**src/rtl/tri_timer_pkg.sv**
```systemverilog
package tri_timer_pkg;
    localparam int CNT_W     = 16;
    localparam int SEL_W     = 4;
    localparam int NUM_MATCH = 3;
    localparam int NUM_BANK  = 9;

    // bank indices; the byte offset order matters to software
    localparam int BANK_CLK = 0;
    localparam int BANK_CTL = 1;
    localparam int BANK_CNT = 2;
    localparam int BANK_IVL = 3;
    localparam int BANK_MT0 = 4;
    localparam int BANK_STS = 7;
    localparam int BANK_ENA = 8;

    localparam int CTL_STOP_BIT = 0;
    localparam int CTL_IVL_BIT  = 1;
    localparam int CTL_RST_BIT  = 4;
    localparam logic [5:0] CTL_KEEP_MASK = 6'h2F;
    localparam logic [5:0] CTL_RESET_VAL = 6'h01;

    typedef enum logic [1:0] {
        MODE_HALT,
        MODE_FREE,
        MODE_INTERVAL
    } ch_mode_e;
endpackage

```
**src/rtl/tmr_prescale.sv**
```systemverilog
module tmr_prescale #(
    parameter int SEL_W = 4,
    localparam int PW = 1 << SEL_W
) (
    input  logic             clk,
    input  logic             rst_n,
    input  logic             clear,
    input  logic             run,
    input  logic             pre_en,
    input  logic [SEL_W-1:0] pre_sel,
    output logic             tick
);
    logic [PW-1:0] pcnt;
    logic [PW:0]   span;
    logic [PW-1:0] last;
    logic          wrap;

    always_comb begin
        span = ({{PW{1'b0}}, 1'b1} << ({1'b0, pre_sel} + 1'b1)) - 1'b1;
        last = span[PW-1:0];
        wrap = (pcnt == last);
        tick = run && (!pre_en || wrap);
    end

    always_ff @(posedge clk or negedge rst_n) begin
        if (!rst_n)
            pcnt <= '0;
        else if (clear)
            pcnt <= '0;
        else if (run && pre_en)
            pcnt <= wrap ? '0 : pcnt + 1'b1;
    end
endmodule

```
**src/rtl/tmr_channel.sv**
```systemverilog
module tmr_channel
    import tri_timer_pkg::*;
#(
    parameter int CW  = CNT_W,
    parameter int SW  = SEL_W,
    parameter int NM  = NUM_MATCH,
    localparam int EW = NM + 1
) (
    input  logic                  clk,
    input  logic                  rst_n,
    input  logic                  we_clk,
    input  logic                  we_ctl,
    input  logic                  we_ivl,
    input  logic [NM-1:0]         we_match,
    input  logic                  we_sts,
    input  logic                  we_ena,
    input  logic [CW-1:0]         wdata,
    output logic [SW:0]           clk_ctl,
    output logic [5:0]            cnt_ctl,
    output logic [CW-1:0]         count,
    output logic [CW-1:0]         interval,
    output logic [NM-1:0][CW-1:0] match,
    output logic [EW-1:0]         sts,
    output logic [EW-1:0]         ena,
    output logic                  irq
);
    ch_mode_e      mode;
    logic          tick;
    logic          restart;
    logic          advanced;
    logic [CW-1:0] cnt_nxt;
    logic [EW-1:0] ev;
    logic [EW-1:0] sts_nxt;

    assign restart = we_ctl && wdata[CTL_RST_BIT];

    always_comb begin
        if (cnt_ctl[CTL_STOP_BIT])     mode = MODE_HALT;
        else if (cnt_ctl[CTL_IVL_BIT]) mode = MODE_INTERVAL;
        else                           mode = MODE_FREE;
    end

    tmr_prescale #(.SEL_W(SW)) u_pre (
        .clk     (clk),
        .rst_n   (rst_n),
        .clear   (restart || we_clk),
        .run     (mode != MODE_HALT),
        .pre_en  (clk_ctl[0]),
        .pre_sel (clk_ctl[SW:1]),
        .tick    (tick)
    );

    // next count and interval event per mode
    always_comb begin
        cnt_nxt  = count;
        advanced = 1'b0;
        ev[0]    = 1'b0;
        unique case (mode)
            MODE_HALT: ;
            MODE_FREE: if (tick) begin
                cnt_nxt  = count + 1'b1;
                advanced = 1'b1;
            end
            MODE_INTERVAL: if (tick) begin
                advanced = 1'b1;
                if (count == interval) begin
                    cnt_nxt = '0;
                    ev[0]   = 1'b1;
                end else begin
                    cnt_nxt = count + 1'b1;
                end
            end
        endcase
        if (restart) begin
            cnt_nxt  = '0;
            advanced = 1'b0;
            ev[0]    = 1'b0;
        end
    end

    for (genvar k = 0; k < NM; k++) begin : g_match
        assign ev[k+1] = advanced && (cnt_nxt == match[k]);
    end

    assign sts_nxt = (we_sts ? (sts & ~wdata[EW-1:0]) : sts) | ev;

    always_ff @(posedge clk or negedge rst_n) begin
        if (!rst_n) begin
            clk_ctl  <= '0;
            cnt_ctl  <= CTL_RESET_VAL;
            count    <= '0;
            interval <= '0;
            match    <= '0;
            sts      <= '0;
            ena      <= '0;
        end else begin
            count <= cnt_nxt;
            sts   <= sts_nxt;
            if (we_clk) clk_ctl  <= wdata[SW:0];
            if (we_ctl) cnt_ctl  <= wdata[5:0] & CTL_KEEP_MASK;
            if (we_ivl) interval <= wdata;
            if (we_ena) ena      <= wdata[EW-1:0];
            for (int k = 0; k < NM; k++)
                if (we_match[k]) match[k] <= wdata;
        end
    end

    assign irq = |(sts & ena);


    halt_hold_chk: assert property (@(posedge clk) disable iff (!rst_n)
        (mode == MODE_HALT && !we_ctl) |=> (count == $past(count)));


    count_step_chk: assert property (@(posedge clk) disable iff (!rst_n)
        1'b1 |=> (count == $past(count) || count == $past(count) + 1'b1 || count == '0));


    restart_zero_chk: assert property (@(posedge clk) disable iff (!rst_n)
        restart |=> (count == '0));


    interval_wrap_chk: assert property (@(posedge clk) disable iff (!rst_n)
        (mode == MODE_INTERVAL && tick && count == interval && !we_ctl)
        |=> (sts[0] && count == '0));


    sticky_sts_chk: assert property (@(posedge clk) disable iff (!rst_n)
        !we_sts |=> ((sts & $past(sts)) == $past(sts)));
endmodule

```
**src/rtl/tri_timer.sv**
```systemverilog
module tri_timer
    import tri_timer_pkg::*;
#(
    parameter int NUM_CH = 3,
    localparam int AW   = $clog2(NUM_BANK * NUM_CH * 4),
    localparam int CH_W = (NUM_CH > 1) ? $clog2(NUM_CH) : 1,
    localparam int EW   = NUM_MATCH + 1
) (
    input  logic              clk,
    input  logic              rst_n,
    input  logic              bus_we,
    input  logic [AW-1:0]     bus_addr,
    input  logic [31:0]       bus_wdata,
    output logic [31:0]       bus_rdata,
    output logic [NUM_CH-1:0] irq
);
    logic [NUM_CH-1:0][SEL_W:0]                  clk_ctl_a;
    logic [NUM_CH-1:0][5:0]                      cnt_ctl_a;
    logic [NUM_CH-1:0][CNT_W-1:0]                count_a;
    logic [NUM_CH-1:0][CNT_W-1:0]                ivl_a;
    logic [NUM_CH-1:0][NUM_MATCH-1:0][CNT_W-1:0] match_a;
    logic [NUM_CH-1:0][EW-1:0]                   sts_a;
    logic [NUM_CH-1:0][EW-1:0]                   ena_a;

    int        word_idx;
    int        bank_sel;
    logic [CH_W-1:0] ch_sel;

    always_comb begin
        word_idx = int'(bus_addr[AW-1:2]);
        bank_sel = word_idx / NUM_CH;
        ch_sel   = CH_W'(word_idx % NUM_CH);
    end

    for (genvar c = 0; c < NUM_CH; c++) begin : g_ch
        logic                 hit;
        logic [NUM_MATCH-1:0] we_mt;
        assign hit = bus_we && (int'(ch_sel) == c);
        for (genvar k = 0; k < NUM_MATCH; k++) begin : g_mwe
            assign we_mt[k] = hit && (bank_sel == BANK_MT0 + k);
        end
        tmr_channel u_ch (
            .clk      (clk),
            .rst_n    (rst_n),
            .we_clk   (hit && bank_sel == BANK_CLK),
            .we_ctl   (hit && bank_sel == BANK_CTL),
            .we_ivl   (hit && bank_sel == BANK_IVL),
            .we_match (we_mt),
            .we_sts   (hit && bank_sel == BANK_STS),
            .we_ena   (hit && bank_sel == BANK_ENA),
            .wdata    (bus_wdata[CNT_W-1:0]),
            .clk_ctl  (clk_ctl_a[c]),
            .cnt_ctl  (cnt_ctl_a[c]),
            .count    (count_a[c]),
            .interval (ivl_a[c]),
            .match    (match_a[c]),
            .sts      (sts_a[c]),
            .ena      (ena_a[c]),
            .irq      (irq[c])
        );
    end

    always_comb begin
        bus_rdata = '0;
        case (bank_sel)
            BANK_CLK: bus_rdata = 32'(clk_ctl_a[ch_sel]);
            BANK_CTL: bus_rdata = 32'(cnt_ctl_a[ch_sel]);
            BANK_CNT: bus_rdata = 32'(count_a[ch_sel]);
            BANK_IVL: bus_rdata = 32'(ivl_a[ch_sel]);
            BANK_STS: bus_rdata = 32'(sts_a[ch_sel]);
            BANK_ENA: bus_rdata = 32'(ena_a[ch_sel]);
            default:
                if (bank_sel >= BANK_MT0 && bank_sel < BANK_MT0 + NUM_MATCH)
                    bus_rdata = 32'(match_a[ch_sel][bank_sel - BANK_MT0]);
        endcase
    end
endmodule

```
**config.mk**
```make
export PLATFORM = sky130hd
export DESIGN_NAME = tri_timer
export DESIGN_NICKNAME = d
export VERILOG_FILES = /design/src/rtl/tri_timer_pkg.sv /design/src/rtl/tmr_prescale.sv /design/src/rtl/tmr_channel.sv /design/src/rtl/tri_timer.sv
export SDC_FILE = /design/constraint.sdc
export NUM_CORES = 1
export LEC_CHECK = 0
export BUFFER_PORTS_ARGS = -buffer_cell sky130_fd_sc_hd__buf_2
export CAP_MARGIN = 15
export CELL_PAD_IN_SITES_DETAIL_PLACEMENT = 1
export CELL_PAD_IN_SITES_GLOBAL_PLACEMENT = 2
export CORE_ASPECT_RATIO = 0.7
export CORE_MARGIN = 5
export CORE_UTILIZATION = 44
export CTS_CLUSTER_SIZE = 14
export DETAILED_ROUTE_END_ITERATION = 16
export PLACE_DENSITY_LB_ADDON = 0.1
export SLEW_MARGIN = 25
export SYNTH_ARGS = -nofsm -noshare
export SYNTH_HDL_FRONTEND = slang
export SYNTH_SLANG_ARGS = --single-unit
```
**constraint.sdc**
```tcl
create_clock -name clk -period 23.6 [get_ports clk]
set_input_delay 4.72 -clock clk [delete_from_list [all_inputs] [get_ports clk]]
set_output_delay 4.72 -clock clk [all_outputs]
set_load 0.01 [all_outputs]
```
* Yosys cells after proc, flatten, opt, wreduce, memory -nomap -nowiden
Cells that the tools add are included.
** Word-level totals
- Output and inout bits :: 35
- Bits in registers :: 342
- Bits of input ports :: 42
- Word-level logic and storage cells :: 240
** Cells by class
- Bitwise logic cells :: 10
- Shift operators :: 3
- $lt $le $gt $ge :: 4
- Divide/modulo/power cells :: 2
- Muxes and demuxes :: 73
- Reductions and logical operators :: 70
- $add $sub $neg :: 13
- Equal/unequal tests :: 35
** Operators by type and width (number)
- $mux 16 :: 26
- $eq 16x16->1 :: 15
- $eq 32x4->1 const B :: 5
- $add 16x1->16 const B :: 6
- $bmux 16 s2 :: 3
- $bmux 48 s2 :: 1
- $eq 32x2->1 const B :: 3
- $pmux 16 s2 :: 3
- $pmux 16 s6 :: 1
- $eq 32x3->1 const B :: 2
- $logic_not 32->1 :: 2
- $lt 32x4->1 const B :: 2
- $mux 48 :: 1
- $shl 1x5->16 const A :: 3
- $sub 16x1->16 const B :: 3
- $logic_and 1x1->1 :: 46
- $div 6x3->32 const B :: 1
- $eq 32x1->1 const B :: 1
- $eq 32x5->1 const B :: 1
- $ge 32x4->1 const B :: 1
- $mod 6x3->32 const B :: 1
- $sub 32x4->32 const B :: 1
- $and 4x4->4 :: 6
- $mux 1 :: 21
- other kinds (19) :: 55

* Longest topological paths before layout
Gate-level depths: netlist of run 1.
- Depth in word-level cells :: 12
- Gate-level depth with buffers :: 27
- Mapped depth without buffers :: 21

* Cells and area by module
From an unflattened synthesis of run 1, not the netlist that was laid out.
** Second synthesis, totals
- Cells, all modules :: 2504
- Area, all modules :: 23642.7 µm²
** By module, submodules not included
- tmr_channel :: times used 3, cells each 446, area each 5076.1 µm², sequential area each 2453.6 µm²
- tmr_prescale :: times used 3, cells each 225, area each 1711.6 µm², sequential area each 400.4 µm²
- tri_timer :: times used 1, cells each 491, area each 3279.4 µm², sequential area each 0.0 µm²

* Worst setup path after synthesis of run 1
OpenSTA, ideal clock, no wires.
- Kind :: in2out
- Start point :: input port bus_addr[5]
- End point :: output port bus_rdata[10]
- Buffers on the path :: 5
- Setup slack :: 9.523 ns
- Stages on the path :: 22
- Data required time :: 18.880 ns
- Data arrival time :: 9.357 ns
- Cells stage by stage :: buf_2 clkbuf_1 ha_1 nor2b_1 mux2i_1 a21oi_1 inv_1 ha_1 clkbuf_1 a211oi_2 o21ba_2 a211oi_1 ha_1 a211o_1 a221oi_4 xor2_1 clkbuf_1 buf_1 mux2i_1 o22ai_1 nand2_1 o211ai_1
** On the way
- Word-level cells in the longest chain between the ends :: 8
- Elaborated cells on any way between the ends :: 23
- Classes of those cells :: 1 x add/sub; 2 x div; 2 x order compare; 5 x eq/ne; 11 x mux; 2 x reduce/logical
** Ends and longest elaborated chain
- from (decl) :: RTL line tri_timer.sv:12 : input logic [AW-1:0] bus_addr,
- parallel branches: the longest is 7 deep, another holds $div 6x3->32
- $pmux 16 s6 (*) :: RTL line tri_timer.sv:65 : case (bank_sel)
- to (decl) :: RTL line tri_timer.sv:14 : output logic [31:0] bus_rdata,
Mark *: on every way between the ends. The select of a mux whose other input is x is not followed.

* Worst setup path in the final report of run 1
- Start point :: input port bus_addr[6]
- End point :: output port bus_rdata[0]
Same word-level chain as after synthesis.

==> summary.md, run 1 <==
### Route
• **vias per cell** 6.51
• **detailed-route via count** 21200
• **total routed wirelength** 93400 um
• **starting DRC count in detailed routing** 2154
• **post-detailed-route count of antenna-violating nets** 0
• **post-detailed-route wirelength per cell** 28.6 um
• **DRC violation count after routing** 0
• **first-pass iteration count of the detailed router** 6

### Clocking
• **Post-CTS Setup Bufs** 0
• **H-tree levels** 2
• **Root Buffer** clkbuf_16
• **CTS Hold Bufs** 0
• **Post-CTS Resized** 0
• **clock transition at the registers of the reported paths** 60 ps
• **clk sinks** 342
• **clk_lat worst skew** 580 ps
• **number of buffers inserted during clock tree synthesis** 39
• **Max Buffers Root-to-Sink** 3
• **TritonCTS clock tree** built

### Floorplan
• **area enclosed by the die boundary** 58800 sq um
• **core area** 53600 sq um
• **horizontal die dimension** 288 um
• **num rows** 71
• **Boundary Pins** 77
• **Initial Util** 0.443
• **chip height** 204 um

### STA
• **setup repair after global routing missed its margin** false
• **actual transition at the worst max-transition pin** 1160 ps
• **Final setup violation count** 0
• **sum of negative setup slack** 0 ps
• **worst setup skew after layout** 22.4 ps
• **final cycle utilization of the critical path** 0.661
• **relative slew slack** 0.222
• **Tmin final** 15610 ps
• **max-slew violation count** 0
• **timing-limited maximum frequency** 64.1 MHz
• **Hold Vio Cnt, Final** 0

### Worst hold path
• **worst min path class** register to register
• **Hold Path Cell Cnt** 1
• **hold endpoint** g_ch[0].u_ch.cnt_ctl[3]$_DFFE_PN0N_
• **startpoint of the worst hold path** g_ch[0].u_ch.cnt_ctl[3]$_DFFE_PN0N_

### Yosys
• **post-synthesis instance total** 2566
• **EDFF count, synth** 0
• **Synth cell types** 105
• **yosys warns** 0
• **Synth Flop Type** dfrtp_1
• **mean post-synth cell area** 9.25 sq um
• **fraction of registers with async set/reset** 1.00
• **area of the mapped netlist** 23700 sq um
• **Seq/Total Area, Yosys** 0.361
• **register bit total from synthesis** 342

### Global routing
• **largest net degree at the start of global routing** 92
• **initial antenna violation count** 2
• **gr usage total** 0.312
• **overflow left after global routing** 0
• **global-route wire length before repair** 140000 um
• **vias in the first global route** 21400

### Power and ir drop
• **cell internal power dissipation** 1.71 mW
• **share of total power consumed by net switching** 0.440
• **total design power** 3.04 mW
• **share of total power in the clock network** 0.227
• **cell area power density** 118 nW/um^2
• **peak supply drop** 0.0000709 V
• **power share of the sequential group** 0.366
• **leakage power summed over all cells** 10.8 nW
• **Net Sw Power** 1.34 mW
• **power share of the combinational group** 0.408

### Place
• **detailed placement HPWL** 69300 um
• **weighted congestion reported at the end of routability-driven placement** 0.931
• **number of buffer cells added on primary ports** 42

### Worst setup path
• **count of cells along the worst register-to-register path** 18
• **Crit. End Element** output port
• **master of the slowest instance on the critical path** nor4_1
• **cell-by-cell listing of the critical path** buf_2 -> ha_1 -> nor2b_1 -> mux2i_1 -> a21oi_1 -> inv_1 -> ha_1 -> a211oi_2 -> nor3b_1 -> a211oi_1 -> ha_1 -> a211o_1 -> a21oi_1 -> nor2_1 -> nand2_1 -> a21oi_1 -> nor4_1 -> o21ai_0 -> buf_2
• **terminus of the critical flop-to-flop path** g_ch[2].u_ch.sts[1]$_DFF_PN0_
• **worst setup path class** input port to output port
• **arrival time at the worst endpoint** 10890 ps
• **FF-to-FF setup slack** 16870 ps
• **critical path launch point type** input port
• **required time of the worst setup path** 18880 ps
• **CP Max Fanout** 17
• **Crit Reg-Reg Startpoint** g_ch[2].u_ch.clk_ctl[2]$_DFFE_PN0P_
• **gate family responsible for the most delay along the worst path** simple AND/OR/NAND/NOR gates
• **Crit path largest cell delay** 970 ps
• **Bufs and invs on worst path** 3
• **Setup crit start** bus_addr[6]

### Cells and area
• **number of nets in the final layout** 2561
• **total of fill cells in the finished design** 6101
• **layout cell share with drive strength beyond 1** 0.168
• **P&R area growth vs syn** 8.72%
• **final core utilization** 0.482

### Job
• **count of maximum capacitance violations** 0

### Run status
• **result of the run** finished, final reports clean

[power groups by stage]
stage | combinational (mW) | sequential [mW] | clock [mW]
detailed placement | 1.21 | 1.11 | 0
floorplan | 0.957 | 0.904 | 0
CTS | 1.22 | 1.10 | 0.702
finish | 1.24 | 1.11 | 0.690
global route | 1.34 | 1.13 | 0.726
global placement | 1.18 | 1.09 | 0
[cell type report]
cell class              count  area [sq um]  share of cell area
diodes                      1          2.50           0.0000970
clock buffers              56          1120              0.0434
clock inverters            14           292              0.0113
inverters                  57           214             0.00829
multi-input cells        1989         14300               0.552
flip-flops and latches    342          8560               0.332
well taps                 730           913              0.0354
repair buffers             72           443              0.0172
[sequential cells by signal, summed over array words and instances (netlist names)]
register              flops
g_ch.u_ch.clk_ctl        15
g_ch.u_ch.cnt_ctl        15
g_ch.u_ch.count          48
g_ch.u_ch.ena            12
g_ch.u_ch.interval       48
g_ch.u_ch.match         144
g_ch.u_ch.sts            12
g_ch.u_ch.u_pre.pcnt     48
[worst max path at each step]
stage / end / depth (start not counted) / slack, ps
2_1_floorplan: bus_rdata[10] / 22 / 9520
3_3_place_gp: bus_rdata[14] / 23 / 8360
3_5_place_dp: bus_rdata[0] / 21 / 8160
4_1_cts: bus_rdata[14] / 23 / 8130
5_1_grt: bus_rdata[14] / 23 / 7650
6_report: bus_rdata[0] / 19 / 7990
[through the flow]
| step | instance area (sq um) | cells | hold slack [ps] | worst slack, ps |
|---|---|---|---|---|
| 2_1_floorplan | 23800 | 2581 | 462 | 9520 |
| 3_3_place_gp | 24400 | 3189 | 487 | 8360 |
| 3_5_place_dp | 24400 | 3190 | 499 | 8160 |
| 4_1_cts | 25800 | 3260 | 512 | 8130 |
| 5_1_grt | 25800 | 3261 | 531 | 7650 |
| 6_report | 25800 | 3261 | 509 | 7990 |
[per-layer routing]
| layer | up-vias | share of wire | global-route usage |
|---|---|---|---|
| met1 | 11100 | 0.48 | 0.471 |
| li1 | 9302 | - | - |
| met4 | 0 | 0.019 | 0.0653 |
| met2 | 760 | 0.43 | 0.458 |
| met5 | - | 0 | 0 |
| met3 | 110 | 0.077 | 0.0696 |
[Yosys cell counts (8+ instances only)]
cell type | count | share of area
mux2_2 | 229 | 0.11
buf_2 | 21 | 0.0044
xor2_1 | 106 | 0.039
nand3_1 | 61 | 0.013
o31ai_1 | 16 | 0.0051
nor4_1 | 34 | 0.0090
nor3b_1 | 19 | 0.0060
nand3b_1 | 10 | 0.0032
clkbuf_1 | 137 | 0.022
a22oi_1 | 30 | 0.0095
nor2_1 | 200 | 0.032
a21oi_1 | 128 | 0.027
mux2i_1 | 94 | 0.040
inv_1 | 53 | 0.0084
ha_1 | 18 | 0.0095
nor2b_1 | 14 | 0.0037
xnor2_1 | 127 | 0.047
nor3_1 | 61 | 0.013
and2_1 | 17 | 0.0045
nand4_1 | 61 | 0.016
a221oi_1 | 11 | 0.0041
or3_1 | 16 | 0.0042
or4_1 | 14 | 0.0044
a22o_1 | 8 | 0.0030
nand2_1 | 194 | 0.031
nand2b_1 | 30 | 0.0079
a211oi_1 | 21 | 0.0066
buf_4 | 22 | 0.0070
o21ai_0 | 102 | 0.022
o32ai_1 | 10 | 0.0037
o22ai_1 | 41 | 0.011
buf_1 | 10 | 0.0016
a222oi_1 | 13 | 0.0055
nor4b_1 | 15 | 0.0055
dfrtp_1 | 339 | 0.36
and3_1 | 36 | 0.0095
o211ai_1 | 23 | 0.0073
a31oi_1 | 16 | 0.0042
o221ai_1 | 12 | 0.0044
[layout by cell type (no fill, tap or decap), types with 14 or more instances in the layout]
master / netlist / layout
nand2b_1: 30 / 30
inv_1: 53 / 53
buf_2: 21 / 42
and3_1: 36 / 36
dfrtp_1: 339 / 339
nor3b_1: 19 / 18
conb_1: 1 / 16
nor4_1: 34 / 34
mux2i_1: 94 / 93
nand2_1: 194 / 194
nor2_1: 200 / 200
nor2b_1: 14 / 14
or4_1: 14 / 14
ha_1: 18 / 18
xnor2_1: 127 / 126
a211oi_1: 21 / 21
nor3_1: 61 / 58
o31ai_1: 16 / 15
nand3_1: 61 / 61
a21oi_1: 128 / 128
o22ai_1: 41 / 41
clkbuf_16: 0 / 40
a31oi_1: 16 / 16
xor2_1: 106 / 105
mux2_2: 229 / 230
a22oi_1: 30 / 30
buf_4: 22 / 29
o21ai_0: 102 / 102
nand4_1: 61 / 61
nor4b_1: 15 / 15
o211ai_1: 23 / 23
or3_1: 16 / 16
and2_1: 17 / 17
[kinds of logic (layout without fill, tap and decap cells)]
family,after synthesis,count (layout),synth area share
simple gates,837,837,0.185
fa+ha+maj,18,18,0.00949
compound gates,559,559,0.164
mux,324,324,0.149
xor+xnor,235,235,0.0876
other cells,1,17,0.000158
buf+inv,250,199,0.0451
flops,342,342,0.361
Power figures use the tool's default switching activity.
==> inputs of run 2 (changes only) <==
--- a/config.mk
+++ b/config.mk
@@ -5,13 +5,14 @@
 export SDC_FILE = /design/constraint.sdc
 export NUM_CORES = 1
 export LEC_CHECK = 0
+export ABC_AREA = 1
 export BUFFER_PORTS_ARGS = -buffer_cell sky130_fd_sc_hd__buf_2
 export CAP_MARGIN = 15
 export CELL_PAD_IN_SITES_DETAIL_PLACEMENT = 1
 export CELL_PAD_IN_SITES_GLOBAL_PLACEMENT = 2
 export CORE_ASPECT_RATIO = 0.7
 export CORE_MARGIN = 5
-export CORE_UTILIZATION = 44
+export CORE_UTILIZATION = 33
 export CTS_CLUSTER_SIZE = 14
 export DETAILED_ROUTE_END_ITERATION = 16
 export PLACE_DENSITY_LB_ADDON = 0.1
==> constraint.sdc (replaced) <==
create_clock -name clk -period 14 [get_ports clk]
set_input_delay 2.8 -clock clk [delete_from_list [all_inputs] [get_ports clk]]
set_output_delay 2.8 -clock clk [all_outputs]
set_load 0.01 [all_outputs]
==> summary.md, run 2 <==
### Worst setup path
• **master of the slowest instance on the critical path** inv_1, was nor4_1
• **FF-to-FF setup slack** 8150 ps, was 16870 ps
• **cell occurring most often along the worst timing path** nand2_1
• **Crit path largest cell delay** 690 ps, was 970 ps
• **Crit. End Element** output port, unchanged
• **terminus of the critical flop-to-flop path** g_ch[1].u_ch.sts[3]$_DFF_PN0_, was g_ch[2].u_ch.sts[1]$_DFF_PN0_
• **required time of the worst setup path** 11200 ps, was 18880 ps
• **Crit Reg-Reg Startpoint** g_ch[1].u_ch.clk_ctl[2]$_DFFE_PN0P_, was g_ch[2].u_ch.clk_ctl[2]$_DFFE_PN0P_
• **count of cells along the worst register-to-register path** 24, was 18
• **CP Max Fanout** 17, unchanged
• **worst setup path class** input port to output port, unchanged
• **arrival time at the worst endpoint** 8870 ps, was 10890 ps
• **critical path launch point type** input port, unchanged

### Place
• **weighted congestion reported at the end of routability-driven placement** 0.936, was 0.931
• **number of buffer cells added on primary ports** 42, unchanged
• **detailed placement HPWL** 88200 um, was 69300 um
• **post-placement cell area** 24700 sq um, was 24400 sq um
• **post-place setup slack** 2490 ps, was 8160 ps

### Floorplan
• **Boundary Pins** 77, unchanged
• **Initial Util** 0.333, was 0.443
• **chip height** 235 um, was 204 um
• **horizontal die dimension** 331 um, was 288 um
• **area enclosed by the die boundary** 77600 sq um, was 58800 sq um
• **num rows** 82, was 71
• **core area** 71500 sq um, was 53600 sq um

### Run status
• **result of the run** finished, final reports clean, unchanged

### Worst hold path
• **hold endpoint** g_ch[2].u_ch.match[41]$_DFFE_PN0P_, was g_ch[0].u_ch.cnt_ctl[3]$_DFFE_PN0N_
• **startpoint of the worst hold path** g_ch[2].u_ch.match[41]$_DFFE_PN0P_, was g_ch[0].u_ch.cnt_ctl[3]$_DFFE_PN0N_
• **Hold Path Cell Cnt** 2, was 1
• **worst min path class** register to register, unchanged

### Cells and area
• **summed area of non-filler cells in the final layout** 26200 sq um, was 25800 sq um
• **number of nets in the final layout** 3569, was 2561
• **P&R area growth vs syn** 10.1%, was 8.72%
• **most used cells in the layout excluding fill and tap cells** nand2_1, inv_1, o21ai_0, was dfrtp_1, mux2_2, nor2_1
• **layout cell share with drive strength beyond 1** 0.0701, was 0.168
• **number of flip-flops in the largest register** 144, unchanged
• **register ranked first by flip-flop count** g_ch.u_ch.match, unchanged
• **most common cell after layout, fill and taps aside** nand2_1, was dfrtp_1

### Global routing
• **initial antenna violation count** 7, was 2
• **global-route wire length before repair** 165000 um, was 140000 um
• **overflow left after global routing** 0, unchanged
• **gr usage total** 0.289, was 0.312
• **vias in the first global route** 23900, was 21400
• **largest net degree at the start of global routing** 109, was 92

### Clocking
• **Post-CTS Resized** 0, unchanged
• **Root Buffer** clkbuf_16, unchanged
• **TritonCTS clock tree** built, unchanged
• **Post-CTS Setup Bufs** 0, unchanged
• **H-tree levels** 2, unchanged
• **CTS Hold Bufs** 0, unchanged
• **clk_lat worst skew** 600 ps, was 580 ps
• **Max Buffers Root-to-Sink** 3, unchanged
• **clk sinks** 342, unchanged
• **clock transition at the registers of the reported paths** 60 ps, about the same
• **number of buffers inserted during clock tree synthesis** 41, was 39

### Yosys
• **Synth Area in XOR/XNOR** 0.0479, was 0.0876
• **EDFF count, synth** 0, unchanged
• **top cells by area, synth** dfrtp_1, nand2_1, o21ai_0, was dfrtp_1, mux2_2, xnor2_1
• **Seq/Total Area, Yosys** 0.360, was 0.361
• **multiplexer share of the synthesized area** 0, was 0.149
• **library cell occupying the most area in the post-synthesis netlist** dfrtp_1, unchanged
• **main combinational cell family by area after synthesis** simple AND/OR/NAND/NOR gates, unchanged
• **area share of the largest cell type after synthesis** 0.357, about the same
• **fraction of registers with async set/reset** 1.00, unchanged
• **area of the mapped netlist** 23800 sq um, was 23700 sq um
• **Synth cell types** 57, was 105
• **synthesized-area fraction occupied by ao, oa, aoi and oai cells** 0.129, was 0.164
• **yosys warns** 0, unchanged
• **post-synthesis instance total** 3548, was 2566
• **mean post-synth cell area** 6.70 sq um, was 9.25 sq um
• **Synth Flop Type** dfrtp_1, unchanged
• **post-synthesis adder-cell area fraction** 0.00947, was 0.00949
• **post-synthesis simple-gate area fraction** 0.353, was 0.185
• **Post-synth top cells** nand2_1, inv_1, o21ai_0, was dfrtp_1, mux2_2, nor2_1
• **leading cell type by number of instances after synthesis** nand2_1, was dfrtp_1
• **register bit total from synthesis** 342, unchanged

### Power and ir drop
• **Net Sw Power** 2.72 mW, was 1.34 mW
• **share of total power in the clock network** 0.220, was 0.227
• **cell area power density** 209 nW/um^2, was 118 nW/um^2
• **total design power** 5.47 mW, was 3.04 mW
• **share of total power consumed by net switching** 0.497, was 0.440
• **power share of the combinational group** 0.456, was 0.408
• **leakage power summed over all cells** 12.5 nW, was 10.8 nW
• **power share of the sequential group** 0.324, was 0.366
• **peak supply drop** 0.0000935 V, was 0.0000709 V
• **cell internal power dissipation** 2.75 mW, was 1.71 mW

### STA
• **Final setup violation count** 0, unchanged
• **actual transition at the worst max-transition pin** 1140 ps, was 1160 ps
• **sum of negative setup slack** 0 ps, unchanged
• **final cycle utilization of the critical path** 0.834
• **Hold Vio Cnt, Final** 0, unchanged
• **setup repair after global routing missed its margin** false, unchanged
• **final hold slack** 493 ps, was 509 ps
• **Tmin final** 11670 ps
• **worst setup skew after layout** 20.2 ps, was 22.4 ps
• **Worst Slack Setup Final** 2330 ps, was 7990 ps
• **max-slew violation count** 0, unchanged
• **relative slew slack** 0.238, was 0.222
• **timing-limited maximum frequency** 85.7 MHz

### Route
• **DRC violation count after routing** 0, unchanged
• **post-detailed-route wirelength per cell** 25.3 um, was 28.6 um
• **detailed-route via count** 24700, was 21200
• **total routed wirelength** 114000 um, was 93400 um
• **first-pass iteration count of the detailed router** 5, was 6
• **post-detailed-route count of antenna-violating nets** 0, unchanged
• **starting DRC count in detailed routing** 2357, was 2154
• **vias per cell** 5.48, was 6.51

### Job
• **count of maximum capacitance violations** 0, unchanged

-- run 2: worst max path at each step --
stage	start	endpoint	cells after the start
after CTS	bus_addr[5]	bus_rdata[14]	30
final	bus_addr[5]	bus_rdata[14]	30
after global routing	bus_addr[5]	bus_rdata[14]	30
after detailed placement	bus_addr[5]	bus_rdata[14]	30
after global placement	bus_addr[5]	bus_rdata[14]	30
after floorplan	bus_addr[5]	bus_rdata[10]	31
-- run 2: through the flow --
step,util,instances
after detailed placement,0.345,4431
after floorplan,-,3563
after CTS,0.365,4503
after global placement,0.345,4431
final,0.366,4505
after global routing,0.366,4504
-- run 2: kinds of logic (layout without fill, tap and decap cells) --
group	after synthesis	in the layout
simple gates	1927	1927
buf+inv	588	563
compound gates	542	542
flops	342	342
xor+xnor	130	130
fa+ha+maj	18	18
other cells	1	17
-- run 2: power by group through the flow --
stage	clock network (mW)	logic, mW	registers (mW)
after floorplan	0	1.65	1.52
after global placement	0	2.37	1.76
after detailed placement	0	2.43	1.77
after CTS	1.22	2.44	1.75
after global routing	1.26	2.75	1.80
final	1.20	2.49	1.77
-- run 2: layer usage --
layer / up-vias / routed length (um) / GRT usage
met5: - / 13 / 0
li1: 11400 / - / -
met2: 691 / 44700 / 0.401
met3: 128 / 9570 / 0.0740
met4: 2 / 2300 / 0.0636
met1: 12400 / 57300 / 0.447
-- run 2: critical path, delay by kind of cell --
| family | cells | cell delay, ps |
|---|---|---|
| buffers and inverters | 8 | 1790 |
| XOR/XNOR | 1 | 280 |
| adder cells (fa/ha/maj) | 3 | 580 |
| AND/OR/NAND/NOR | 13 | 2040 |
| AO/OA/AOI/OAI | 5 | 1340 |
-- run 2: layout make-up --
cell class	count	area, sq um
diodes	1	2.50
clock buffers	56	1210
clock inverters	16	243
fillers	9110	45300
inverters	423	1590
multi-input cells	2633	12900
flip-flops and latches	342	8560
well taps	966	1210
repair buffers	68	443
